**src/rtl/rkey_pkg.sv**
```systemverilog
// Package rkey_pkg
// Shared widths and the finite-field helpers used by the round key sequencer.
// Assumes AES-128: four 32-bit words per key, ten schedule steps.
package rkey_pkg;
    localparam int KEY_W   = 128;
    localparam int WORD_W  = 32;
    localparam int NWORDS  = KEY_W / WORD_W;
    localparam int NSTEPS  = 10;
    localparam int IDX_W   = $clog2(NSTEPS + 1);
    localparam int BYTE_W  = 8;
    localparam int WBYTES  = WORD_W / BYTE_W;

    typedef logic [WORD_W-1:0] word_t;
    typedef logic [BYTE_W-1:0] byte_t;
    typedef enum logic [1:0] {ST_IDLE, ST_WARM, ST_EMIT, ST_FIN} seq_state_t;

    // Multiply by x modulo x^8+x^4+x^3+x+1.
    function automatic byte_t gf_xtime(input byte_t a);
        return {a[6:0], 1'b0} ^ (a[7] ? 8'h1b : 8'h00);
    endfunction

    // General product in GF(2^8).
    function automatic byte_t gf_mul(input byte_t a, input byte_t b);
        byte_t p = 8'h00;
        byte_t t = a;
        for (int i = 0; i < BYTE_W; i++) begin
            if (b[i]) p = p ^ t;
            t = gf_xtime(t);
        end
        return p;
    endfunction

    // Forward S-box value: inverse (x^254) followed by the affine map.
    function automatic byte_t sbox_calc(input byte_t a);
        byte_t inv = 8'h01;
        byte_t sq  = a;
        byte_t r1, r2, r3, r4;
        for (int i = 1; i < BYTE_W; i++) begin
            sq  = gf_mul(sq, sq);
            inv = gf_mul(inv, sq);
        end
        r1 = {inv[6:0], inv[7]};
        r2 = {inv[5:0], inv[7:6]};
        r3 = {inv[4:0], inv[7:5]};
        r4 = {inv[3:0], inv[7:4]};
        return inv ^ r1 ^ r2 ^ r3 ^ r4 ^ 8'h63;
    endfunction

    // Round constant used to build key r (r = 1..NSTEPS).
    function automatic byte_t rcon_calc(input logic [IDX_W-1:0] r);
        byte_t c = 8'h01;
        for (int i = 1; i < NSTEPS; i++) begin
            if (i < int'(r)) c = gf_xtime(c);
        end
        return c;
    endfunction
endpackage

```
**src/rtl/rkey_sbox.sv**
```systemverilog
// Module rkey_sbox
// One byte substitution computed from field arithmetic; purely combinational.
// Assumes the caller tolerates the logic depth of an unrolled inverse.
module rkey_sbox
    import rkey_pkg::*;
(
    input  logic [BYTE_W-1:0] a_i,
    output logic [BYTE_W-1:0] y_o
);
    // Substitute one byte.
    always_comb y_o = sbox_calc(a_i);
endmodule

```
**src/rtl/rkey_step.sv**
```systemverilog
// Module rkey_step
// One schedule step, either direction: forward builds key r+1 from key r,
// backward rebuilds key r-1 from key r. A single word of substitution boxes
// is shared; the substituted word is the old word 3 in both cases.
// Assumes rcon_i is the constant of the higher-numbered key of the pair.
module rkey_step
    import rkey_pkg::*;
(
    input  logic [KEY_W-1:0]  cur_i,
    input  logic              back_i,
    input  logic [BYTE_W-1:0] rcon_i,
    output logic [KEY_W-1:0]  nxt_o
);
    word_t cw [NWORDS];
    word_t fw [NWORDS];
    word_t bw [NWORDS];
    word_t tail, rot, sub, mix;

    genvar g;
    generate
        for (g = 0; g < NWORDS; g++) begin : g_unpack
            assign cw[g] = cur_i[KEY_W-1-g*WORD_W -: WORD_W];
        end
    endgenerate

    // Pick the word that feeds the substitution: old word 3 for either direction.
    always_comb tail = back_i ? (cw[NWORDS-1] ^ cw[NWORDS-2]) : cw[NWORDS-1];
    // Rotate the word left by one byte.
    always_comb rot  = {tail[WORD_W-BYTE_W-1:0], tail[WORD_W-1 -: BYTE_W]};

    generate
        for (g = 0; g < WBYTES; g++) begin : g_sbox
            rkey_sbox u_sb (.a_i(rot[g*BYTE_W +: BYTE_W]), .y_o(sub[g*BYTE_W +: BYTE_W]));
        end
    endgenerate

    // Fold in the round constant on the top byte.
    always_comb mix = sub ^ {rcon_i, {(WORD_W-BYTE_W){1'b0}}};

    assign fw[0] = cw[0] ^ mix;
    assign bw[0] = cw[0] ^ mix;
    generate
        for (g = 1; g < NWORDS; g++) begin : g_chain
            assign fw[g] = cw[g] ^ fw[g-1];
            assign bw[g] = cw[g] ^ cw[g-1];
        end
        for (g = 0; g < NWORDS; g++) begin : g_pack
            assign nxt_o[KEY_W-1-g*WORD_W -: WORD_W] = back_i ? bw[g] : fw[g];
        end
    endgenerate
endmodule

```
**src/rtl/rkey_sequencer.sv**
```systemverilog
// Module rkey_sequencer
// Emits the eleven AES-128 round keys, one per clock, in increasing or
// decreasing round order. Reverse order first runs the forward schedule for
// NSTEPS silent cycles, then walks back. Start is honoured only when idle.
// Assumes a synchronous active-low reset.
module rkey_sequencer
    import rkey_pkg::*;
(
    input  logic             clk,
    input  logic             rst_n,
    input  logic             start_i,
    input  logic [127:0]     key_i,
    input  logic             reverse_i,
    output logic [127:0]     rk_o,
    output logic [3:0]       rk_idx_o,
    output logic             rk_valid_o,
    output logic             done_o
);
    localparam logic [IDX_W-1:0] LAST = IDX_W'(NSTEPS);

    seq_state_t        state;
    logic [KEY_W-1:0]  cur_q, nxt;
    logic [IDX_W-1:0]  rnd_q, rc_idx;
    logic              dir_q, back, at_end;
    logic [BYTE_W-1:0] rc;

    // Backward stepping happens only while emitting a reverse sequence.
    always_comb back   = (state == ST_EMIT) && dir_q;
    // Constant belongs to the higher-numbered key of the step pair.
    always_comb rc_idx = back ? rnd_q : rnd_q + 1'b1;
    always_comb rc     = rcon_calc(rc_idx);
    // Last key of the current order.
    always_comb at_end = dir_q ? (rnd_q == '0) : (rnd_q == LAST);

    rkey_step u_step (.cur_i(cur_q), .back_i(back), .rcon_i(rc), .nxt_o(nxt));

    // Sequence control and key register.
    always_ff @(posedge clk) begin
        if (!rst_n) begin
            state <= ST_IDLE;
            cur_q <= '0;
            rnd_q <= '0;
            dir_q <= 1'b0;
        end else begin
            case (state)
                ST_IDLE: if (start_i) begin
                    cur_q <= key_i;
                    rnd_q <= '0;
                    dir_q <= reverse_i;
                    state <= reverse_i ? ST_WARM : ST_EMIT;
                end
                ST_WARM: begin
                    cur_q <= nxt;
                    rnd_q <= rnd_q + 1'b1;
                    if (rnd_q == LAST - 1'b1) state <= ST_EMIT;
                end
                ST_EMIT: begin
                    if (at_end) begin
                        state <= ST_FIN;
                    end else begin
                        cur_q <= nxt;
                        rnd_q <= dir_q ? rnd_q - 1'b1 : rnd_q + 1'b1;
                    end
                end
                default: state <= ST_IDLE;
            endcase
        end
    end

    // Drive the ports from the registered state.
    always_comb begin
        rk_o       = cur_q;
        rk_idx_o   = rnd_q;
        rk_valid_o = (state == ST_EMIT);
        done_o     = (state == ST_FIN);
    end

    // a forward start yields the captured key at index 0 next cycle.
    a_r2_first_key: assert property (@(posedge clk) disable iff (!rst_n)
        (start_i && state == ST_IDLE && !reverse_i) |=>
            (rk_valid_o && rk_idx_o == 4'd0 && rk_o == $past(key_i)));
    // forward indices rise by one on consecutive cycles.
    a_r3_idx_up: assert property (@(posedge clk) disable iff (!rst_n)
        (rk_valid_o && !dir_q && rk_idx_o != 4'd10) |=>
            (rk_valid_o && rk_idx_o == $past(rk_idx_o) + 4'd1));
    // reverse indices fall by one on consecutive cycles.
    a_r6_idx_down: assert property (@(posedge clk) disable iff (!rst_n)
        (rk_valid_o && dir_q && rk_idx_o != 4'd0) |=>
            (rk_valid_o && rk_idx_o == $past(rk_idx_o) - 4'd1));
    // a reverse start gives no valid key in the following cycle.
    a_r5_silent: assert property (@(posedge clk) disable iff (!rst_n)
        (start_i && state == ST_IDLE && reverse_i) |=> !rk_valid_o);
    // done follows the last key and never overlaps a valid key.
    a_r7_done_after_last: assert property (@(posedge clk) disable iff (!rst_n)
        (rk_valid_o && at_end) |=> (done_o && !rk_valid_o));
    a_r7_done_pulse: assert property (@(posedge clk) disable iff (!rst_n)
        done_o |=> !done_o);
    // a start while busy leaves the order untouched.
    a_r8_busy_start: assert property (@(posedge clk) disable iff (!rst_n)
        (start_i && state != ST_IDLE) |=> (dir_q == $past(dir_q)));
endmodule

```
**config.mk**
```make
export PLATFORM = sky130hd
export DESIGN_NAME = rkey_sequencer
export DESIGN_NICKNAME = d
export VERILOG_FILES = /design/src/rtl/rkey_pkg.sv /design/src/rtl/rkey_sbox.sv /design/src/rtl/rkey_step.sv /design/src/rtl/rkey_sequencer.sv
export SDC_FILE = /design/constraint.sdc
export NUM_CORES = 2
export LEC_CHECK = 0
export BUFFER_PORTS_ARGS = -buffer_cell sky130_fd_sc_hd__buf_2
export CAP_MARGIN = 30
export CORE_ASPECT_RATIO = 1.4
export CORE_MARGIN = 4
export CORE_UTILIZATION = 60
export DETAILED_ROUTE_END_ITERATION = 6
export HOLD_SLACK_MARGIN = 0.15
export MAX_ROUTING_LAYER = met4
export PLACE_DENSITY = 0.78
export SYNTH_ARGS = -nofsm -noshare
export SYNTH_HDL_FRONTEND = slang
export SYNTH_SLANG_ARGS = --single-unit
```
**constraint.sdc**
```tcl
create_clock -name clk -period 22.6 [get_ports clk]
set_input_delay 0 -clock clk [delete_from_list [all_inputs] [get_ports clk]]
set_output_delay 0 -clock clk [all_outputs]
set_load 0.01 [all_outputs]
```
== Word-level counts from Yosys, hierarchy flattened ==
Index checks and enable logic that the tools add are counted.
Word-level totals
  register bits after elaboration: 135
  input bits: 132
Operators by class
  reduce and logical (&&, ||, !) cells: 7
  muxes and demuxes: 847
  add/sub/neg operators: 2
  order comparisons: 9
  equal/unequal tests: 9
  bitwise operators: 792
Operator list (count)
  2-to-1 mux 8 bit: 428
  bitwise XOR 8 bit: 380
  bitwise XOR 8 x 5 -> 8 bit: 372
  2-to-1 mux 5 bit: 376
  one-hot mux 128 bit (3 select lines): 1
  2-to-1 mux 128 bit: 2
  bitwise XOR 32 bit: 8
  2-to-1 mux 32 bit: 4
  2-to-1 mux 4 bit: 8
  2-to-1 mux 7 bit: 4
  NOT 1 bit (first input constant): 28
  2-to-1 mux 6 bit: 4
  2-to-1 mux 2 bit: 9
  < comparator 3 x 4 -> 1 bit (first input constant): 4
  NOT 4 bit: 4
  2-to-1 mux 3 bit: 4
  one-hot mux 4 bit (3 select lines): 1
  equality test 4 bit (second input constant): 2
  < comparator 2 x 4 -> 1 bit (first input constant): 2
  < comparator 4 bit (first input constant): 2
  inequality test 2 bit (second input constant): 3
  one-hot mux 2 bit (3 select lines): 1
  AND reduction 3 bit: 2
  2-to-1 mux 1 bit: 5
  other kinds (11): 12

== Depth between registers and ports, before layout ==
  depth in word-level cells: 143
  depth in mapped cells: 79
  mapped depth without buffers: 63

== By module ==
A second synthesis with hierarchy kept.
Unflattened totals
  cells, all modules: 8919
  area, all modules: 71269.6 um2
Modules (own cells, without submodules)
  rkey_sbox: instances 4, area an instance 15220.8 um2, sequential area each 0.0 um2, cells an instance 1942
  rkey_sequencer: instances 1, area an instance 6792.8 um2, sequential area each 2702.6 um2, cells an instance 713
  rkey_step: instances 1, area an instance 3593.4 um2, sequential area each 0.0 um2, cells an instance 438

== Worst setup path after synthesis ==
No wires, ideal clock.
  kind: reg2reg
  start point: reg state[0]
  end point: reg cur_q[1], in the netlist rk_o[1]
  buffers on the path: 13
  arrival: 17.632 ns
  data required time: 22.481 ns
  cell stages (with the launch flop): 75
  clock period less this slack: 17.751 ns
  library setup time: 0.119 ns
  setup slack: 4.849 ns
  cells stage by stage: dfxtp_1 inv_1 ha_1 buf_4 buf_6 buf_6 nand3_1 xnor2_2 inv_1 clkbuf_1 ha_1 buf_1 xor3_1 xnor2_1 nor2_1 o32a_1 nor3_1 nor2_1 [39 not listed] o311a_1 a21oi_1 o31ai_1 xnor2_1 clkbuf_1 a21oi_1 nor3_1 a31o_2 xor2_1 xor2_1 xnor3_1 xor2_1 xnor2_1 xor2_1 nor2_1 xor2_1 o21a_1 o221a_2
On the way
  word-level cells in the longest chain between the ends: 140
Ends and longest elaborated chain
  from (decl): RTL line rkey_sequencer.sv:21  | seq_state_t state;
  from (signal assigned): RTL line rkey_sequencer.sv:50  | state <= reverse_i ? ST_WARM : ST_EMIT;
  equality test 2 bit (*)
  named net rk_valid_o: RTL line rkey_sequencer.sv:16  | output logic rk_valid_o,
  logical AND 1 bit: RTL line rkey_sequencer.sv:28  | always_comb back = (state == ST_EMIT) && dir_q;
  2-to-1 mux 32 bit: RTL line rkey_step.sv:27  | always_comb tail = back_i ? (cw[NWORDS-1] ^ cw[NWORDS-2]) : cw[NWORDS-1];
  2-to-1 mux 5 bit, or another cell as far along: RTL line rkey_pkg.sv:19  | return {a[6:0], 1'b0} ^ (a[7] ? 8'h1b : 8'h00);
  bitwise XOR 8 x 5 -> 8 bit / bitwise XOR 8 bit (equally long branches): RTL line rkey_pkg.sv:19, rkey_pkg.sv:27
  bitwise XOR 8 bit / 2-to-1 mux 8 bit (equally long branches): RTL line rkey_pkg.sv:27  | if (b[i]) p = p ^ t;
  2-to-1 mux 8 bit / bitwise XOR 8 bit (equally long branches): RTL line rkey_pkg.sv:27
  [120 not listed]
  bitwise XOR 8 bit (4 in a row): RTL line rkey_pkg.sv:46  | return inv ^ r1 ^ r2 ^ r3 ^ r4 ^ 8'h63;
  NOT 4 bit (no line)
  bitwise XOR 32 bit: RTL line rkey_step.sv:38  | always_comb mix = sub ^ {rcon_i, {(WORD_W-BYTE_W){1'b0}}};
  bitwise XOR 32 bit: RTL line rkey_step.sv:40  | assign fw[0] = cw[0] ^ mix;
  bitwise XOR 32 bit (3 in a row): RTL line rkey_step.sv:44  | assign fw[g] = cw[g] ^ fw[g-1];
  2-to-1 mux 32 bit: RTL line rkey_step.sv:48  | assign nxt_o[KEY_W-1-g*WORD_W -: WORD_W] = back_i ? bw[g] : fw[g];
  2-to-1 mux 128 bit: RTL line rkey_sequencer.sv:58  | if (at_end) begin
  one-hot mux 128 bit (3 select lines): RTL line rkey_sequencer.sv:45  | case (state)
  to (signal assigned): RTL line rkey_sequencer.sv:47  | cur_q <= key_i;
  to (signal assigned): RTL line rkey_sequencer.sv:53  | cur_q <= nxt;
  to (signal assigned): RTL line rkey_sequencer.sv:61  | cur_q <= nxt;
  to (decl): RTL line rkey_sequencer.sv:22  | logic [KEY_W-1:0] cur_q, nxt;
The timed path passes the listed nets; every way through them passes the cells marked *. The select of a mux whose other input is x is not followed.
A chain may end at the register's enable or synchronous reset.

== Worst setup path after layout ==
  start point: reg state[0]
  end point: reg cur_q[22], in the netlist rk_o[22]
On the way
  word-level cells in the longest chain between the ends: 140
Ends and longest elaborated chain (RTL line)
  equality test 2 bit: rkey_sequencer.sv:28, rkey_sequencer.sv:45
  logical AND 1 bit: rkey_sequencer.sv:28
  2-to-1 mux 32 bit: rkey_step.sv:27
  2-to-1 mux 5 bit: rkey_pkg.sv:19
  bitwise XOR 8 x 5 -> 8 bit: rkey_pkg.sv:19
  bitwise XOR 8 bit: rkey_pkg.sv:27
  2-to-1 mux 8 bit: rkey_pkg.sv:27
  bitwise XOR 8 bit: rkey_pkg.sv:27
  [119 not listed]
  bitwise XOR 8 bit (4 in a row): rkey_pkg.sv:46
  NOT 4 bit (no line)
  bitwise XOR 32 bit: rkey_step.sv:38
  bitwise XOR 32 bit: rkey_step.sv:40
  bitwise XOR 32 bit (3 in a row): rkey_step.sv:44
  2-to-1 mux 32 bit: rkey_step.sv:48
  2-to-1 mux 128 bit: rkey_sequencer.sv:58
  one-hot mux 128 bit (3 select lines): rkey_sequencer.sv:45
Several ways; a longest one is shown, not always the timed one. The select of a mux whose other input is x is not followed.

==> summary.txt <==
Floorplan
  • Total core area: 0.115 mm^2
  • Die ar.: roughly 0.12 mm^2
  • Die width: between 200 and 300 um
  • Effective utilization at floorplan: between 60% and 70%
  • Number of placed I/O pins: 266
  • Die Ht: around 410 um
  • Std cell rows: around 150

STA
  • Final slew viol count: 0
  • Peak Freq: 46.1 MHz
  • Worst slew margin: between 20 and 30%
  • Fin crit period: roughly 22 ns
  • Final Hold Vio Count: 0
  • Period utilization: a little over nine tenths
  • Sum of negative setup slack: 0 ns
  • Final setup skew: just under 0.03 ns
  • Slew @ Worst Pin: around 1.1 ns
  • Setup repair after global routing missed its margin: no
  • Final setup violation count: 0

Synthesis
  • Register bit total from synthesis: roughly 140
  • Avg Synthesized Cell Area: 7.46 um^2
  • Mapped Nets: ~9500
  • Cell area after synthesis: between 0.06 and 0.07 mm^2
  • Syn. warnings: 0
  • Most frequently used flop master after synthesis: sky130_fd_sc_hd__dfxtp_1
  • Proportion of synthesized flip-flops having asynchronous set or reset: 0%
  • Post-Synthesis Cells: around 9300
  • Number of synthesized flops with an enable pin: 0
  • Sequential fraction of the synthesis area: 3.88%
  • Post-synthesis cell type count: 120

CTS
  • Clock Latency Late Sink: roughly 0.53 ns
  • CTS max path bufs: 2
  • TritonCTS clock tree: built
  • CTS Buf Count: 17
  • Clock transition at the registers of the reported paths: around 0.090 ns
  • # clock sinks: 135
  • # H-tree levels: 4
  • Clock tree root driver cell: sky130_fd_sc_hd__clkbuf_16

Global routing
  • Pin count of the biggest net entering global routing: between 100 and 150
  • Combined global-route utilization of all metal layers: roughly 38%
  • Antenna violations before repair: 10
  • Global-route wire length before repair: around 370000 um
  • Grt total ovfl: 0
  • Via count of the first global-routing pass: between 60000 and 70000

Setup path
  • Crit-path most repeated cell: sky130_fd_sc_hd__xnor3_1
  • Top Family by Delay on Critical Path: XOR/XNOR gates
  • Crit path largest cell delay: between 0.8 and 0.9 ns
  • Arrival @ worst endpoint: ~22 ns
  • Critical-path maximum fanout: 25
  • Critical path startpoint category: flip-flop
  • Crit path kind: flip-flop to flip-flop
  • Endpoint type of the worst setup path: flip-flop
  • Required time of the worst setup path: between 20 and 25 ns
  • Count of buffer and inverter cells on the critical path: 8
  • Critical path's slowest cell: sky130_fd_sc_hd__xnor2_1

Routing
  • Number of iterations in the first detailed-routing pass: 7
  • Total Wirelength: approximately 230000 um
  • Number of vias in the routed layout: 70200
  • Routed WL per cell: ~22 um
  • Routed Antenna Nets: 0
  • Ratio of routed vias to standard cells: around 6.5
  • Violation count after the first detailed-routing iteration: 7631
  • DRC errors left: 0

Placed design
  • RePlAce Congestion: 1.00
  • Number of input and output port buffers inserted: approximately 270
  • Placed inst area: between 0.07 and 0.08 mm^2
  • Dpl hpwl: around 170000 um

Finish
  • # nets final: between 9000 and 10000
  • Most frequent cells in the layout: sky130_fd_sc_hd__xnor2_1 (1629), sky130_fd_sc_hd__nor2_1 (1400), sky130_fd_sc_hd__nand2_1 (876), sky130_fd_sc_hd__a21oi_1 (552), sky130_fd_sc_hd__xor2_1 (462)
  • Most common library cell in the layout ignoring fill and taps: sky130_fd_sc_hd__xnor2_1
  • Final std cell area, no fill: ~0.075 mm^2
  • Number of inserted filler cells in the final layout: approximately 10000
  • Synthesis-to-layout area growth: 7.40%
  • Share of final-layout standard cells stronger than drive strength 1: 10.3%
  • Multi-input gate area: between 0.06 and 0.07 mm^2
  • Combined flip-flop and latch cell area: 0.00270 mm^2

Worst hold path
  • Path class of the lowest-slack min-delay path: primary input to flip-flop

Run
  • MaxCap Viol Count: 0

Status
  • Result of the run: complete, no violations
## through the flow
| stage | setup slack, ns | hold WS [ns] | util, % | std cells |
|---|---|---|---|---|
| 3_3_place_gp | 2.02 | 0.278 | 62.9 | 10700 |
| 4_1_cts | 0.969 | 0.165 | 64.9 | 10900 |
| 6_report | 0.891 | 0.183 | 65.0 | 10900 |
| 3_5_place_dp | 1.57 | 0.278 | 63.0 | 10700 |
| 5_1_grt | 0.163 | 0.253 | 65.0 | 10900 |
| 2_1_floorplan | 4.85 | 0.122 | - | 9321 |
## kinds of logic after synthesis
family          share of synthesized area [%]
compound gates                           18.9
xor+xnor                                 47.1
fa+ha+maj                               0.547
buf+inv                                  4.94
flops                                    3.88
mux                                      3.96
simple gates                             20.7
## routing by layer
| layer | part of all wire, % | GRT usage, % | routed length (um) | up-vias |
|---|---|---|---|---|
| li1 | - | - | - | 32500 |
| met1 | 37 | 44.4 | 87600 | 33200 |
| met2 | 48 | 62.1 | 112000 | 3731 |
| met3 | 9.1 | 6.59 | 21400 | 862 |
| met4 | 5.9 | 19.7 | 13800 | 0 |
| met5 | 0 | - | 0 | - |
## registers in the layout, summed over array words and instances, names as in the netlist
| name | count |
|---|---|
| rk_o | 128 |
| rk_idx_o | 4 |
| state | 2 |
| dir_q | 1 |
## final cells by class
| class | count | area share, % |
|---|---|---|
| Timing Repair Buffer | 715 | 6.90 |
| Clock buffer | 17 | 0.569 |
| Inverter | 132 | 0.673 |
| Sequential cell | 135 | 3.62 |
| Antenna cell | 8 | 0.0268 |
| Clock inverter | 15 | 0.266 |
| Tap cell | 1490 | 2.49 |
| Multi-Input combinational cell | 8368 | 85.4 |
## cell usage after synthesis, types with 97 or more instances
cell,instances,area share [%]
sky130_fd_sc_hd__nand2_1,876,4.7
sky130_fd_sc_hd__mux2i_1,203,2.9
sky130_fd_sc_hd__xnor3_1,453,15
sky130_fd_sc_hd__dfxtp_1,135,3.9
sky130_fd_sc_hd__a31oi_1,97,0.87
sky130_fd_sc_hd__xnor2_1,1663,21
sky130_fd_sc_hd__nor3_1,256,1.8
sky130_fd_sc_hd__nor2_1,1401,7.6
sky130_fd_sc_hd__inv_1,115,0.62
sky130_fd_sc_hd__xor2_1,472,5.9
sky130_fd_sc_hd__o21ai_0,400,2.9
sky130_fd_sc_hd__nand3_1,251,1.8
sky130_fd_sc_hd__o22ai_1,104,0.94
sky130_fd_sc_hd__a21oi_1,552,4.0
sky130_fd_sc_hd__clkbuf_1,434,2.3
sky130_fd_sc_hd__buf_2,142,1.0
## repair_timing
item,in CTS,in global routing
hold endpoints to repair,131,0
hold buffers,156,0
endpoints found under the setup margin,0,7
setup buffers,0,0
resized for setup,0,3
## worst paths after layout
kind	startpoint	slack [ns]	to	cells after the start
worst max-delay path	state[0]$_SDFFE_PN0P_	0.89	rk_o[22]$_SDFFE_PN0P_	59
worst min-delay path	start_i	0.18	state[1]$_SDFFE_PN0P_	6
worst max register to register	state[0]$_SDFFE_PN0P_	0.89	rk_o[22]$_SDFFE_PN0P_	59
worst min register to register	rk_o[110]$_SDFFE_PN0P_	0.52	rk_o[110]$_SDFFE_PN0P_	2
## worst reg2reg max path, delay by kind of cell, from the launching register on
kind | cells | cell delay (ns)
adders and majority gates | 4 | 1.98
buffers and inverters | 8 | 2.60
AOI/OAI and AO/OA | 7 | 1.39
DFF | 1 | 0.35
xor gates and xnor gates | 27 | 12.30
muxes | 2 | 0.59
and+or+nand+nor | 11 | 2.41
Power is left out: the tool's default activity adds up to more than one toggle a clock period on the data nets, which glitch-free logic cannot reach.
